<file path="config.mk">
export PLATFORM = sky130hd
export DESIGN_NAME = dyn_delay_line
export DESIGN_NICKNAME = d
export VERILOG_FILES = /design/src/rtl/dly_pkg.sv /design/src/rtl/dly_stage_chain.sv /design/src/rtl/dly_tap_mux.sv /design/src/rtl/dly_out_reg.sv /design/src/rtl/dyn_delay_line.sv
export SDC_FILE = /design/constraint.sdc
export NUM_CORES = 1
export LEC_CHECK = 0
export ABC_AREA = 1
export BUFFER_PORTS_ARGS = -buffer_cell sky130_fd_sc_hd__buf_4
export CORE_AREA = 2 2 39 41
export DETAILED_ROUTE_END_ITERATION = 10
export DIE_AREA = 0 0 41 43
export PLACE_DENSITY = 0.74
export SKIP_CTS_REPAIR_TIMING = 1
export SLEW_MARGIN = 20
export SYNTH_ARGS = -nofsm -noshare
export SYNTH_HDL_FRONTEND = slang
export SYNTH_SLANG_ARGS = --single-unit
</file>
<file path="constraint.sdc">
create_clock -name clk -period 2.8 [get_ports clk]
set_input_delay 0.28 -clock clk [delete_from_list [all_inputs] [get_ports clk]]
set_output_delay 0.28 -clock clk [all_outputs]
set_load 0.03 [all_outputs]
</file>
<file path="src/rtl/dly_pkg.sv">
package dly_pkg;
  // Output path variants of the delay line.
  typedef enum logic {
    TAP_COMB = 1'b0,
    TAP_REG  = 1'b1
  } tap_mode_e;
endpackage

</file>
<file path="src/rtl/dly_stage_chain.sv">
module dly_stage_chain #(
  parameter int unsigned DEPTH = 16
) (
  input  logic             clk,
  input  logic             rst,
  input  logic             ce,
  input  logic             din,
  output logic [DEPTH-1:0] stages
);
  // Storage deliberately carries no reset so that it can sit in a LUT shifter.
  logic [DEPTH-1:0] sr;

  always_ff @(posedge clk) begin
    if (ce) sr <= {sr[DEPTH-2:0], din};
  end

  assign stages = sr;

  // input lands in stage 0 on an enabled edge
  p_shift_in_r1: assert property (@(posedge clk) disable iff (rst)
    ce |=> sr[0] == $past(din));

  // every stage advances by one on an enabled edge
  p_advance_r1: assert property (@(posedge clk) disable iff (rst)
    ce |=> sr[DEPTH-1:1] == $past(sr[DEPTH-2:0]));

  // all stages hold while the enable is low
  p_hold_r2: assert property (@(posedge clk) disable iff (rst)
    !ce |=> $stable(sr));
endmodule

</file>
<file path="src/rtl/dly_tap_mux.sv">
module dly_tap_mux #(
  parameter int unsigned DEPTH  = 16,
  parameter int unsigned ADDR_W = $clog2(DEPTH)
) (
  input  logic [DEPTH-1:0]  stages,
  input  logic [ADDR_W-1:0] sel,
  output logic              tap
);
  // Pure combinational selection: address k picks stage k (delay k+1).
  always_comb begin
    tap = 1'b0;
    for (int i = 0; i < DEPTH; i++) begin
      if (sel == ADDR_W'(i)) tap = stages[i];
    end
  end
endmodule

</file>
<file path="src/rtl/dly_out_reg.sv">
module dly_out_reg (
  input  logic clk,
  input  logic rst,
  input  logic ce,
  input  logic d,
  output logic q
);
  always_ff @(posedge clk) begin
    if (rst)     q <= 1'b0;
    else if (ce) q <= d;
  end

  // synchronous reset clears the output flop
  p_rst_clear_r8: assert property (@(posedge clk)
    rst |=> q == 1'b0);

  // registered output follows the tap on an enabled edge
  p_load_r7: assert property (@(posedge clk) disable iff (rst)
    ce |=> q == $past(d));

  // registered output holds while the enable is low
  p_hold_r7: assert property (@(posedge clk) disable iff (rst)
    !ce |=> $stable(q));
endmodule

</file>
<file path="src/rtl/dyn_delay_line.sv">
module dyn_delay_line
  import dly_pkg::*;
#(
  parameter int unsigned DEPTH    = 16,
  parameter tap_mode_e   OUT_MODE = TAP_COMB,
  localparam int unsigned ADDR_W  = $clog2(DEPTH)
) (
  input  logic              clk,
  input  logic              rst,
  input  logic              ce,
  input  logic              din,
  input  logic [ADDR_W-1:0] tap_addr,
  output logic              dout,
  output logic              cascade_out
);
  logic [DEPTH-1:0] stages;
  logic             tap;

  dly_stage_chain #(.DEPTH(DEPTH)) u_chain (
    .clk    (clk),
    .rst    (rst),
    .ce     (ce),
    .din    (din),
    .stages (stages)
  );

  dly_tap_mux #(.DEPTH(DEPTH), .ADDR_W(ADDR_W)) u_mux (
    .stages (stages),
    .sel    (tap_addr),
    .tap    (tap)
  );

  generate
    if (OUT_MODE == TAP_REG) begin : g_reg_out
      dly_out_reg u_oreg (
        .clk (clk),
        .rst (rst),
        .ce  (ce),
        .d   (tap),
        .q   (dout)
      );
    end else begin : g_comb_out
      assign dout = tap;
    end
  endgenerate

  assign cascade_out = stages[DEPTH-1];

  // the cascade pin advances from the stage before it on enabled edges
  p_cascade_r5: assert property (@(posedge clk) disable iff (rst)
    ce |=> cascade_out == $past(stages[DEPTH-2]));

  // the cascade pin never moves without an enabled edge
  p_cascade_hold_r5: assert property (@(posedge clk) disable iff (rst)
    !ce |=> $stable(cascade_out));
endmodule

</file>
==> results.sh, run 1 <==
export IMPL_largest_register_ffs=16
export IMPL_drc=0
export IMPL_rr_startpoint="u_chain.stages[14]"
export IMPL_synthFlopType="edfxtp_1"
export IMPL_fin_crit_ps=1760
export IMPL_fin_setup_tns_ps=0
export IMPL_drive_gt1_share_pct=18.4
export IMPL_drv_cap=0
export IMPL_tritoncts="built"
export IMPL_die_y_um=43
export IMPL_io_buffers=8
export IMPL_relSlewSlack_pct=84.9
export IMPL_synthMuxAreaShare_pct=0
export IMPL_dp_hpwl_um=761
export IMPL_hold_viol_final=0
export IMPL_critPathCaptureType="output port"
export IMPL_cts_sinks=16
export IMPL_synthSimpleGateAreaFrac_pct=23.9
export IMPL_skew_ps=0.920
export IMPL_synth_largest_area_cell="edfxtp_1"
export IMPL_synth_top_family_by_area="simple AND/OR/NAND/NOR gates"
export IMPL_synth_async_reset_ratio_pct=0
export IMPL_ys_warn_count=0
export IMPL_powerDensity_mw_per_mm2=560
export IMPL_postSynthRegisterBits=16
export IMPL_core_area_sq_mm=0.00138
export IMPL_ant_nets=0
export IMPL_overflow=0
export IMPL_layout_nets=86
export IMPL_drt_iter0_markers=8
export IMPL_start_util_pct=51.0
export IMPL_worstMarginPinSlew_ps=224
export IMPL_synth_compound_area_share_pct=0
export IMPL_place_gp_congestion=0.775
export IMPL_wl_met2_um=448
export IMPL_grt_max_degree=17
export IMPL_syn_to_final_growth_pct=12.9
export IMPL_clk_latency_ps=280
export IMPL_clock_path_buffers=2
export IMPL_fin_crit_sh_pct=62.9
export IMPL_ys_top_cells_by_count="17 x nand2_1, 16 x edfxtp_1, 11 x nand3_1"
export IMPL_grt_pass1_vias=362
export IMPL_synth_enable_flop_cells=16
export IMPL_placed_cell_area_sq_um=774
export IMPL_grt_antenna_before_repair=0
export IMPL_finalSetupViolations=0
export IMPL_drt_wl_total_mm=1.09
export IMPL_fmax_mhz=568
export IMPL_start_kind="flop"
export IMPL_syn_mean_instance_area_sq_um=10.7
export IMPL_rsz0062_at_grt="no"
export IMPL_die_w_um=41
export IMPL_crit_start="u_chain.stages[6]"
export IMPL_reg2reg_setup_slack_ps=2120
export IMPL_synthesis_nets=74
export IMPL_stdcell_area_sq_um=797
export IMPL_topRoutingLayerUsed="met4"
export IMPL_ir_drop_v=0.000295
export IMPL_dieArea_sq_mm=0.00176
export IMPL_synth_adder_area_share_pct=0
export IMPL_diodes=0
export IMPL_regToRegEndpoint="u_chain.stages[15]"
export IMPL_synth_xor_area_share_pct=0
export IMPL_cts_htree_levels=1
export IMPL_synth_cells=66
export IMPL_crit_arrival_ps=1480
export IMPL_crit_type="flop to output port"
export IMPL_synth_most_common_cell="nand2_1"
export IMPL_cts_made_buffers=3
export IMPL_crit_fanout=2
export IMPL_grt_pass1_wl_mm=1.66
export IMPL_slew_violations=0
export IMPL_ys_seq_area_share_pct=68.1
export IMPL_path_clk_slew_ps=80
export IMPL_netlist_area_sq_um=706
export IMPL_drt_met1_wl_um=541
export IMPL_fillers=114
export IMPL_synth_top_area_share_pct=68.1
export IMPL_crit_end="dout"
export IMPL_synth_area_leaders="edfxtp_1 68%, nand2_1 9.0%, nand3_1 7.8%, inv_1 5.3%, nor3_1 2.8%"
export IMPL_reg2regPathDepth=0
export IMPL_track_usage_pct=14.6
export IMPL_drtPass1Iterations=4
export IMPL_vias=471
export IMPL_p_leak_nw=0.344
export IMPL_wire_per_inst_um=11.9
export IMPL_status="completed"
export IMPL_vias_per_cell=5.12
export IMPL_synth_cell_types=10
export IMPL_routed_wl_met3_um=87
export IMPL_std_cell_rows=14
export IMPL_critical_path_required_ps=2520
export IMPL_ioPinCount=10
export IMPL_hp_class="input pin to flop"
export IMPL_cts_root_buf="clkbuf_4"
[layout make-up]
cell class              instances  area (sq um)  share of cell area (%)
clock buffers                   3          22.5                    2.83
flip-flops and latches         16           480                    60.3
well taps                      16          20.0                    2.51
multi-input cells              37           169                    21.2
inverters                      12          45.0                    5.65
repair buffers                  8          60.1                    7.54
[power breakdown]
group          switching [W]  internal [W]
combinational      0.0000292     0.0000183
sequential        0.00000687      0.000280
clock              0.0000622     0.0000499
total              0.0000982      0.000348
[metrics by stage]
step                      hold slack, ps  instances  setup slack [ps]  total power, W  util (%)
after floorplan                      379         66              1440        0.000318         -
after global placement               433         89              1320        0.000338      56.0
after detailed placement             434         89              1290        0.000339      56.0
after CTS                            164         92              1020        0.000453      57.6
after global routing                 156         92               911        0.000471      57.6
final                                174         92              1040        0.000446      57.6
[metal layers]
| metal | global-route usage [%] | vias up |
|---|---|---|
| met5 | 0 | - |
| met2 | 18.8 | 17 |
| met4 | 8.00 | 0 |
| li1 | - | 241 |
| met3 | 6.28 | 4 |
| met1 | 20.4 | 209 |
[worst max-delay path, stage by stage (launching register included)]
cell      delay (ps)
edfxtp_1         410
or2_0            220
nand3_1           70
nand3_1           60
nand3_1           70
nand2_1           60
nand2_1           70
nand4_2           60
buf_4            170
[cells in the final DEF (no fill, tap or decap)]
cell type	n
inv_2	2
edfxtp_1	16
buf_4	8
inv_1	10
nand2_1	17
nor3_1	4
nor2_1	3
or2_0	1
nand4_2	1
nand3_1	11
clkbuf_4	3
[worst min path at each step]
stage	start	endpoint	slack (ps)	cells after the start
2_1_floorplan	din	u_chain.stages[0]	380	0
3_3_place_gp	u_chain.stages[3]	u_chain.stages[4]	430	0
3_5_place_dp	u_chain.stages[2]	u_chain.stages[3]	430	0
4_1_cts	din	u_chain.stages[0]	160	1
5_1_grt	din	u_chain.stages[0]	160	1
6_report	din	u_chain.stages[0]	170	1
[kinds of logic after synthesis]
| group | after synthesis |
|---|---|
| AND/OR/NAND/NOR | 37 |
| flip-flops | 16 |
| buffers and inverters | 13 |
(Power assumes the default switching activity.)
==> inputs of run 2 (changes only) <==
--- a/config.mk
+++ b/config.mk
@@ -7,10 +7,9 @@
 export LEC_CHECK = 0
 export ABC_AREA = 1
 export BUFFER_PORTS_ARGS = -buffer_cell sky130_fd_sc_hd__buf_4
-export CORE_AREA = 2 2 39 41
+export CORE_UTILIZATION = 47
 export DETAILED_ROUTE_END_ITERATION = 10
-export DIE_AREA = 0 0 41 43
-export PLACE_DENSITY = 0.74
+export PLACE_DENSITY = 0.69
 export SKIP_CTS_REPAIR_TIMING = 1
 export SLEW_MARGIN = 20
 export SYNTH_ARGS = -nofsm -noshare
==> constraint.sdc (replaced) <==
create_clock -name clk -period 1.6 [get_ports clk]
set_input_delay 0.16 -clock clk [delete_from_list [all_inputs] [get_ports clk]]
set_output_delay 0.16 -clock clk [all_outputs]
set_load 0.03 [all_outputs]
==> run 2 against run 1 <==
Against the previous run:
- the flow now finishes with violations (setup timing)
- sequential share of layout area decreased by 0.75 points
- core utilization increased by 2.2 points
- hold slack got worse by 120 ps
- wire length decreased by 1.0%
- largest power group unchanged
- highest routed layer unchanged
==> results.sh, run 2 (synthesis gave the netlist of run 1 again) <==
export IMPL_critical_path_required_ps=1440
export IMPL_fmax_mhz=613
export IMPL_grt_antenna_before_repair=0
export IMPL_setup_slack_ps=-32.0
export IMPL_crit_arrival_ps=1470
export IMPL_violations="setup timing"
export IMPL_io_buffers=8
export IMPL_grt_pass1_vias=360
export IMPL_rsz0062_at_grt="yes"
export IMPL_drive_gt1_share_pct=19.5
export IMPL_postLayoutCoreUtil_pct=59.8
export IMPL_drtPass1Iterations=5
export IMPL_clock_path_buffers=2
export IMPL_drt_met1_wl_um=502
export IMPL_crit_type="flop to output port"
export IMPL_multiInputGateArea_sq_um=169
export IMPL_regArea_sq_um=480
export IMPL_hp_class="input pin to flop"
export IMPL_crit_fanout=2
export IMPL_start_util_pct=52.3
export IMPL_cts_made_buffers=3
export IMPL_routed_wl_met3_um=105
export IMPL_cts_root_buf="clkbuf_4"
export IMPL_drt_iter0_markers=20
export IMPL_wl_met2_um=447
export IMPL_die_w_um=40.8
export IMPL_std_cell_rows=13
export IMPL_path_clk_slew_ps=80
export IMPL_final_cell_mix="17 x nand2_1, 16 x edfxtp_1, 11 x nand3_1, 10 x inv_1, 8 x buf_4"
export IMPL_whs_ps=57.6
export IMPL_cpMostUsedCell="nand3_1"
export IMPL_core_area_sq_mm=0.00135
export IMPL_cts_sinks=16
export IMPL_drc=0
export IMPL_cts_htree_levels=1
export IMPL_track_usage_pct=15.6
export IMPL_finalSetupViolations=1
export IMPL_worst_path_largest_cell_delay_ps=410
export IMPL_cp_slowest_cell="edfxtp_1"
export IMPL_fin_crit_sh_pct=102
export IMPL_critPathCaptureType="output port"
export IMPL_placed_cell_area_sq_um=773
export IMPL_relSlewSlack_pct=83.1
export IMPL_ir_drop_v=0.000510
export IMPL_drt_wl_total_mm=1.08
export IMPL_dieArea_sq_mm=0.00166
export IMPL_p_leak_nw=0.350
export IMPL_fin_crit_ps=1630
export IMPL_status="complete, but fails checks"
export IMPL_fillers=109
export IMPL_grt_max_degree=17
export IMPL_grt_pass1_wl_mm=1.58
export IMPL_stdcell_area_sq_um=807
export IMPL_powerDensity_mw_per_mm2=973
export IMPL_wire_per_inst_um=11.8
export IMPL_drv_cap=0
export IMPL_clk_latency_ps=270
export IMPL_largest_register_ffs=16
export IMPL_skew_ps=1.62
export IMPL_syn_to_final_growth_pct=14.4
export IMPL_slew_violations=0
export IMPL_vias=495
export IMPL_layout_nets=87
export IMPL_topRoutingLayerUsed="met4"
export IMPL_place_gp_congestion=0.769
export IMPL_overflow=0
export IMPL_vias_per_cell=5.38
export IMPL_hold_viol_final=0
export IMPL_worstPathCellList="or2_0 > nand3_1 > nand3_1 > nand3_1 > nand2_1 > nand2_1 > nand4_2 > buf_6"
export IMPL_die_y_um=40.8
export IMPL_fin_setup_tns_ps=-32.0
export IMPL_worstMarginPinSlew_ps=252
export IMPL_tritoncts="built"
export IMPL_start_kind="flop"
export IMPL_diodes=0
export IMPL_ioPinCount=10
export IMPL_ant_nets=0
export IMPL_post_place_ws_ps=278
export IMPL_final_common_cell="nand2_1"
## run 2: cell count changes in the layout (fill, tap and decap cells not counted), sizes merged
cell | before | now
buf | 8 | 9
## run 2: where the power goes
| group | total, W | switching (W) | internal, W |
|---|---|---|---|
| Combinational | 0.0000883 | 0.0000526 | 0.0000358 |
| Sequential | 0.000501 | 0.0000115 | 0.000489 |
| Clock | 0.000196 | 0.000109 | 0.0000871 |
## run 2: cell type report
type | count | share of cell area [%]
Timing Repair Buffer | 9 | 8.84
Multi-Input combinational cell | 37 | 20.9
Tap cell | 15 | 2.33
Sequential cell | 16 | 59.5
Inverter | 12 | 5.58
Clock buffer | 3 | 2.79
## run 2: through the flow
stage                     std cells  power, W
after CTS                        91  0.000790
final                            92  0.000785
after global placement           88  0.000591
after global routing             92  0.000827
after detailed placement         88  0.000593
after floorplan                  66  0.000556
## run 2: routing by layer
metal	vias up	global-route usage (%)
met1	218	22.0
li1	242	-
met5	-	0
met4	0	10.0
met2	27	19.8
met3	8	5.43
## run 2: critical path: cells and delay by family, from the launching register on
kind / cells / cell delay (ps)
DFF: 1 / 410
and+or+nand+nor: 7 / 630
buffers and inverters: 1 / 150
## run 2: final timing paths
path | startpoint | slack (ps) | to | cells after the start
worst max-delay path | u_chain.stages[6] | -30 | dout | 8
worst max register to register | u_chain.stages[6] | 800 | u_chain.stages[7] | 1
worst min register to register | u_chain.stages[2] | 460 | u_chain.stages[3] | 0
worst min-delay path | din | 60 | u_chain.stages[0] | 1
==> inputs of run 3 (changes only) <==
--- a/config.mk
+++ b/config.mk
@@ -7,9 +7,9 @@
 export LEC_CHECK = 0
 export ABC_AREA = 1
 export BUFFER_PORTS_ARGS = -buffer_cell sky130_fd_sc_hd__buf_4
-export CORE_UTILIZATION = 47
+export CORE_UTILIZATION = 25
 export DETAILED_ROUTE_END_ITERATION = 10
-export PLACE_DENSITY = 0.69
+export PLACE_DENSITY = 0.42
 export SKIP_CTS_REPAIR_TIMING = 1
 export SLEW_MARGIN = 20
 export SYNTH_ARGS = -nofsm -noshare
==> run 3 against run 2 <==
Against the previous run:
- the run still ends with setup timing left
- hold slack worse by 10 ps
- clock skew up 1.4 ps
- count of clock-buffer cells in the layout unchanged
- via count down 1.8%
- global-route usage down 5.4 points
- sequential cell count unchanged
- sequential share of layout area down 1.6 points
- cell count up 17%
- critical endpoint unchanged
- largest cell class unchanged
==> results.sh, run 3 (synthesis gave the netlist of run 1 again) <==
export IMPL_start_util_pct=27.5
export IMPL_wire_per_inst_um=11.8
export IMPL_crit_arrival_ps=1460
export IMPL_holdPathStages=1
export IMPL_p_seq_share_pct=62.4
export IMPL_diodes=0
export IMPL_status="complete, but fails checks"
export IMPL_vias_per_cell=4.50
export IMPL_core_area_sq_mm=0.00257
export IMPL_setup_slack_ps=-24.7
export IMPL_place_gp_congestion=0.807
export IMPL_ir_drop_v=0.000640
export IMPL_reg2regPathDepth=1
export IMPL_fin_crit_sh_pct=102
export IMPL_cts_htree_levels=1
export IMPL_cp_depth=8
export IMPL_worst_path_largest_cell_delay_ps=410
export IMPL_grt_max_degree=17
export IMPL_die_y_um=55.1
export IMPL_cp_slowest_cell="edfxtp_1"
export IMPL_largest_register_ffs=16
export IMPL_powerDensity_mw_per_mm2=969
export IMPL_fmax_mhz=616
export IMPL_worstMarginPinSlew_ps=220
export IMPL_grt_antenna_before_repair=0
export IMPL_final_cell_mix="17 x nand2_1, 16 x edfxtp_1, 11 x nand3_1, 10 x inv_1, 8 x buf_4"
export IMPL_drive_gt1_share_pct=19.2
export IMPL_std_cell_rows=18
export IMPL_tritoncts="built"
export IMPL_cpMostUsedCell="nand3_1"
export IMPL_rsz0062_at_grt="yes"
export IMPL_grt_pass1_vias=435
export IMPL_overflow=0
export IMPL_skew_ps=2.98
export IMPL_p_leak_nw=0.351
export IMPL_drt_wl_total_mm=1.27
export IMPL_crit_fanout=2
export IMPL_hold_viol_final=0
export IMPL_violations="setup timing"
export IMPL_drt_iter0_markers=6
export IMPL_cts_sinks=16
export IMPL_pwr_share_clk_pct=26.5
export IMPL_slew_violations=0
export IMPL_crit_type="flop to output port"
export IMPL_p_comb_share_pct=11.1
export IMPL_die_w_um=55.1
export IMPL_dieArea_sq_mm=0.00304
export IMPL_drv_cap=0
export IMPL_clk_latency_ps=280
export IMPL_path_delay_family="simple AND/OR/NAND/NOR gates"
export IMPL_cts_root_buf="clkbuf_4"
export IMPL_p_switching_w=0.000188
export IMPL_hp_class="input pin to flop"
export IMPL_power_internal_w=0.000616
export IMPL_drtPass1Iterations=3
export IMPL_vias=486
export IMPL_relSlewSlack_pct=85.2
export IMPL_path_clk_slew_ps=90
export IMPL_ant_nets=0
export IMPL_finalSetupViolations=1
export IMPL_syn_to_final_growth_pct=17.6
export IMPL_final_common_cell="nand2_1"
export IMPL_drc=0
export IMPL_clock_path_buffers=2
export IMPL_start_kind="flop"
export IMPL_grt_pass1_wl_mm=2.01
export IMPL_io_buffers=8
export IMPL_stdcell_count=108
export IMPL_critPathBufInv=1
export IMPL_worstPathCellList="or2_0 > nand3_1 > nand3_1 > nand3_1 > nand2_1 > nand2_1 > nand4_2 > buf_6"
export IMPL_switching_share_pct=23.4
export IMPL_track_usage_pct=10.2
export IMPL_critical_path_required_ps=1440
export IMPL_dp_hpwl_um=896
export IMPL_critPathCaptureType="output port"
export IMPL_layout_nets=87
export IMPL_ioPinCount=10
export IMPL_dp_cells=103
export IMPL_postLayoutCoreUtil_pct=32.3
export IMPL_cts_made_buffers=3
export IMPL_fin_crit_ps=1620
run 3: changes by cell type in the layout (fill, tap and decap cells not counted):
cell / previous run / this run
clkinv_1: 0 / 1
run 3: area by class of cell:
type,count,area (sq um)
well taps,30,37.5
multi-input cells,37,169
clock buffers,3,22.5
flip-flops and latches,16,480
fillers,280,1740
repair buffers,9,71.3
inverters,12,45.0
clock inverters,1,3.75
run 3: path summary, 6_finish.rpt:
kind / from / endpoint / slack [ps]
setup / recovery: u_chain.stages[6] / dout / -20
setup reg to reg: u_chain.stages[9] / u_chain.stages[10] / 810
hold reg to reg: u_chain.stages[12] / u_chain.stages[13] / 450
hold / removal: din / u_chain.stages[0] / 50
run 3: stage by stage:
stage                     TNS (ps)  total power [W]  setup WS, ps  hold slack, ps  area, sq um
final                        -24.7         0.000804         -24.7            47.5          830
after floorplan                  0         0.000556           415             259          706
after detailed placement         0         0.000596           263             339          792
after global routing          -131         0.000846          -131            28.9          830
after global placement           0         0.000595           292             340          792
after CTS                    -69.4         0.000813         -69.4            37.2          818
run 3: power by group through the flow:
stage | sequential, W | clock, W | combinational, W
6_report | 0.000502 | 0.000213 | 0.0000895
5_1_grt | 0.000504 | 0.000241 | 0.000100
4_1_cts | 0.000502 | 0.000225 | 0.0000853
3_5_place_dp | 0.000512 | 0 | 0.0000848
3_3_place_gp | 0.000510 | 0 | 0.0000846
2_1_floorplan | 0.000509 | 0 | 0.0000474
run 3: layer usage:
layer / routed length [um] / global-route usage [%]
met1: 681 / 14.2
met2: 502 / 13.3
met3: 77 / 5.74
met4: 12 / 2.50
met5: 0 / 0
